**src/rtl/lock_recovery_pulser.sv**
```systemverilog
module lock_recovery_pulser #(
  parameter int CLK_HZ          = 50_000_000,
  parameter int PULSE_CYCLES    = 10_000,
  parameter int DEBOUNCE_CYCLES = 16
) (
  input  logic clk,
  input  logic rst_n,
  input  logic rx_err_in,
  output logic dev_rst_n,
  output logic mute,
  output logic recovered
);
  localparam int MIN_PULSE = CLK_HZ / 5000;
  localparam int EFF_PULSE = (PULSE_CYCLES < MIN_PULSE) ? MIN_PULSE : PULSE_CYCLES;
  localparam int PW = $clog2(EFF_PULSE + 1);
  localparam int DW = $clog2(DEBOUNCE_CYCLES + 1);
  localparam logic [PW-1:0] PLAST = PW'(EFF_PULSE - 1);
  localparam logic [DW-1:0] DMAX  = DW'(DEBOUNCE_CYCLES);

  typedef enum logic [1:0] {S_WAIT, S_PULSE, S_RELOCK, S_DONE} st_t;

  st_t state, nxt;
  logic [1:0] sync_q;
  logic [DW-1:0] deb_cnt;
  logic [PW-1:0] pcnt;
  logic err_s, lock_stable;

  assign err_s = sync_q[1];
  assign lock_stable = (deb_cnt == DMAX);

  always_ff @(posedge clk or negedge rst_n)
    if (!rst_n) sync_q <= 2'b11;
    else        sync_q <= {sync_q[0], rx_err_in};

  always_ff @(posedge clk or negedge rst_n)
    if (!rst_n)                         deb_cnt <= '0;
    else if (state == S_PULSE || err_s) deb_cnt <= '0;
    else if (!lock_stable)              deb_cnt <= deb_cnt + 1'b1;

  always_ff @(posedge clk or negedge rst_n)
    if (!rst_n)                pcnt <= '0;
    else if (state == S_PULSE) pcnt <= pcnt + 1'b1;
    else                       pcnt <= '0;

  always_comb begin
    nxt = state;
    case (state)
      S_WAIT:   if (lock_stable) nxt = S_PULSE;
      S_PULSE:  if (pcnt == PLAST) nxt = S_RELOCK;
      S_RELOCK: if (lock_stable) nxt = S_DONE;
      S_DONE:   if (err_s) nxt = S_WAIT;
      default:  nxt = S_WAIT;
    endcase
  end

  always_ff @(posedge clk or negedge rst_n)
    if (!rst_n) begin
      state     <= S_WAIT;
      dev_rst_n <= 1'b1;
      mute      <= 1'b0;
      recovered <= 1'b0;
    end else begin
      state     <= nxt;
      dev_rst_n <= (nxt != S_PULSE);
      mute      <= (nxt == S_PULSE) || (nxt == S_RELOCK);
      recovered <= (nxt == S_DONE);
    end

  assert_trigger_on_lock_R2: assert property (@(posedge clk) disable iff (!rst_n)
    $fell(dev_rst_n) |-> $past(lock_stable));
  assert_pulse_width_R3: assert property (@(posedge clk) disable iff (!rst_n)
    $rose(dev_rst_n) |-> $past(pcnt) == PLAST);
  assert_mute_in_reset_R4: assert property (@(posedge clk) disable iff (!rst_n)
    !dev_rst_n |-> mute);
  assert_single_pulse_R5: assert property (@(posedge clk) disable iff (!rst_n)
    $rose(dev_rst_n) |=> dev_rst_n);
  assert_recovered_clean_R6: assert property (@(posedge clk) disable iff (!rst_n)
    recovered |-> (dev_rst_n && !mute));
  assert_rearm_on_error_R7: assert property (@(posedge clk) disable iff (!rst_n)
    $fell(recovered) |-> $past(err_s));
endmodule

```
**config.mk**
```make
export PLATFORM = sky130hd
export DESIGN_NAME = lock_recovery_pulser
export DESIGN_NICKNAME = d
export VERILOG_FILES = /design/src/rtl/lock_recovery_pulser.sv
export SDC_FILE = /design/constraint.sdc
export NUM_CORES = 1
export LEC_CHECK = 0
export ABC_AREA = 1
export CORE_ASPECT_RATIO = 0.75
export CORE_MARGIN = 1
export CORE_UTILIZATION = 40
export CTS_CLUSTER_SIZE = 14
export DETAILED_ROUTE_END_ITERATION = 10
export DONT_BUFFER_PORTS = 1
export SYNTH_ARGS = -nofsm -noshare
export SYNTH_HDL_FRONTEND = slang
export SYNTH_SLANG_ARGS = --single-unit
```
**constraint.sdc**
```tcl
create_clock -name clk -period 2 [get_ports clk]
set_input_delay 0.2 -clock clk [delete_from_list [all_inputs] [get_ports clk]]
set_output_delay 0.2 -clock clk [all_outputs]
set_load 0.005 [all_outputs]
```
==> impl_metrics.env <==
export IMPL_status="finished, final reports clean"
export IMPL_wirelength_mm=2.24
export IMPL_clock_latency_ns=0.27
export IMPL_hold_worst_slack_ns=0.345
export IMPL_yosys_warnings=0
export IMPL_port_buffers=0
export IMPL_r2r_cells=7
export IMPL_mostFrequentLayoutCells="35 x nand2_1, 24 x inv_1, 23 x dfrtp_1"
export IMPL_period_minus_slack_ns=1.43
export IMPL_diodes=0
export IMPL_multiInputGateArea_um2=519
export IMPL_syn_cell_area_mm2=0.00127
export IMPL_grt_pass1_wl_mm=4.08
export IMPL_start_util_pct=42.6
export IMPL_antenna_found_initial=0
export IMPL_synthSimpleGateAreaFrac_pct=29.7
export IMPL_ctsLongestPathBuffers=2
export IMPL_fin_tns_setup_ns=0
export IMPL_pin_count=6
export IMPL_synth_cells=155
export IMPL_clock_sinks=26
export IMPL_fin_skew_ns=0.00635
export IMPL_post_route_util_pct=47.5
export IMPL_syn_num_nets=161
export IMPL_seq_area_um2=654
export IMPL_max_slew_margin_pct=80.7
export IMPL_synth_top_flop_cell="dfrtp_1"
export IMPL_synthTopCellsByArea="dfrtp_1 45%, nand2_1 10%, inv_1 7.1%"
export IMPL_r2r_end="pcnt[12]"
export IMPL_synthAdderAreaFrac_pct=2.96
export IMPL_synth_mux_area_share_pct=0
export IMPL_fp_coreArea_mm2=0.00298
export IMPL_syn2layout_area_growth_pct=11.4
export IMPL_fmax_mhz=700
export IMPL_die_w_um=67.0
export IMPL_regToRegStartpoint="pcnt[0]"
export IMPL_grt_use_total_pct=16.4
export IMPL_path_class="register to register"
export IMPL_hp_class="input pin to async pin"
export IMPL_fin_crit_sh_pct=71.4
export IMPL_synth_compound_area_share_pct=6.21
export IMPL_fin_area_mm2=0.00141
export IMPL_cts_resized=0
export IMPL_via_per_inst=4.80
export IMPL_arrival_ns=1.63
export IMPL_drt_iter0_markers=41
export IMPL_irDropWorstVdd_mv=0.491
export IMPL_dieArea_mm2=0.00340
export IMPL_nFillCells=302
export IMPL_gp_congestion=0.793
export IMPL_vias=960
export IMPL_die_h_um=50.8
export IMPL_mostFrequentLayoutCell="nand2_1"
export IMPL_cts_tree="yes"
export IMPL_critPathLaunchType="register"
export IMPL_drive_gt1_share_pct=8.64
export IMPL_hpwl_mm=1.70
export IMPL_cts_made_buffers=3
export IMPL_yosysSeqAreaShare_pct=51.6
export IMPL_synth_top_area_cell="dfrtp_1"
export IMPL_rsz0062_at_grt="no"
export IMPL_ys_ff_latch=26
export IMPL_critPathCaptureType="register"
export IMPL_grt_max_degree=27
export IMPL_ff2ff_setup_slack_ns=0.57
export IMPL_antenna_left=0
export IMPL_layout_nets=169
export IMPL_grt_overflow_total=0
export IMPL_tightest_slew_ns=0.289
export IMPL_power_density_mw_per_mm2=647
export IMPL_clkTransAtPathRegs_ns=0.09
export IMPL_critPathRequiredTime_ns=2.20
export IMPL_grt_pass1_vias=900
export IMPL_cap_violations=0
export IMPL_finalSetupViolCount=0
export IMPL_routedWlPerCell_um=11.2
export IMPL_synth_top_area_share_pct=45.4
export IMPL_cts_root_buf="clkbuf_8"
export IMPL_rows=17
export IMPL_synth_cell_type_count=21
export IMPL_synth_top_family_by_area="simple AND/OR/NAND/NOR gates"
export IMPL_critPathMaxFanout=6
export IMPL_avgSynthCellArea_um2=8.19
export IMPL_dpl_instance_area_mm2=0.00132
export IMPL_htreeDepth=1
export IMPL_drc_errors=0
export IMPL_synth_xor_area_share_pct=2.07
export IMPL_synth_edf_count=0
export IMPL_p_leak_uw=0.000660
export IMPL_firstDrtPassIters=4
export IMPL_drv_slew=0
export IMPL_hold_viol=0
export IMPL_async_flop_share_pct=100
-- Yosys cell counts (2+ instances only) --
cell / number
o21ai_0: 6
a21oi_1: 7
nand2_1: 35
nor3_1: 6
nor2_2: 2
xor2_1: 2
ha_1: 3
nand3_1: 10
nand4_1: 3
dfstp_2: 3
nand3_2: 2
dfrtp_1: 23
nor2_1: 22
inv_1: 24
-- layout make-up --
| type | instances | share of cell area, % |
|---|---|---|
| Inverter | 24 | 6.37 |
| Sequential cell | 26 | 46.3 |
| Tap cell | 38 | 3.36 |
| Clock buffer | 4 | 3.89 |
| Multi-Input combinational cell | 104 | 36.7 |
| Timing Repair Buffer | 4 | 3.36 |
-- how the worst max path moves through the flow --
stage / start / end / slack (ns) / cells after the start
after floorplan: pcnt[0] / mute / 0.76 / 8
after global routing: deb_cnt[0] / deb_cnt[0] / 0.35 / 8
after global placement: deb_cnt[0] / deb_cnt[0] / 0.63 / 8
after detailed placement: pcnt[0] / pcnt[12] / 0.58 / 7
final: pcnt[0] / pcnt[12] / 0.57 / 7
after CTS: pcnt[0] / pcnt[12] / 0.56 / 7
-- critical path, cell delays in order, from the launching register on --
cell     delay [ns]
dfrtp_1        0.40
ha_1           0.22
nand3_2        0.14
nor3_4         0.26
nand3_2        0.13
nand2_1        0.08
nand2_1        0.05
nor2_1         0.08
-- metrics by stage --
| stage | total power [uW] | setup slack (ns) | instances |
|---|---|---|---|
| global placement | 569 | 0.633 | 193 |
| floorplan | 565 | 0.757 | 155 |
| detailed placement | 570 | 0.577 | 193 |
| global route | 958 | 0.351 | 200 |
| CTS | 929 | 0.556 | 200 |
| finish | 915 | 0.571 | 200 |
-- what timing repair did --
item | in CTS | in global routing
hold buffers | 3 | 0
setup buffers | 0 | 0
endpoints found under the hold margin | 27 | 0
-- flip-flops by register name, indices dropped and copies added (netlist names) --
name and count:
deb_cnt 5, dev_rst_n 1, mute 1, pcnt 14
recovered 1, state 2, sync_q 2
-- per-layer routing --
layer / global-route usage [%] / share of wire [%]
met5: 0 / 0
met4: 5.32 / 1.1
met3: 4.77 / 3.3
met2: 23.2 / 40
met1: 23.5 / 55
-- kinds of logic after synthesis --
kind of cell,after synthesis
adder cells (fa/ha/maj),3
XOR/XNOR,3
flip-flops,26
AND/OR/NAND/NOR,83
AO/OA/AOI/OAI,15
buffers and inverters,25
-- power breakdown --
part,switching (uW),internal (uW)
logic,20.7,14.3
clock network,162,176
registers,7.48,534
total,191,725
Note: power is estimated with default switching activity, not from simulation.
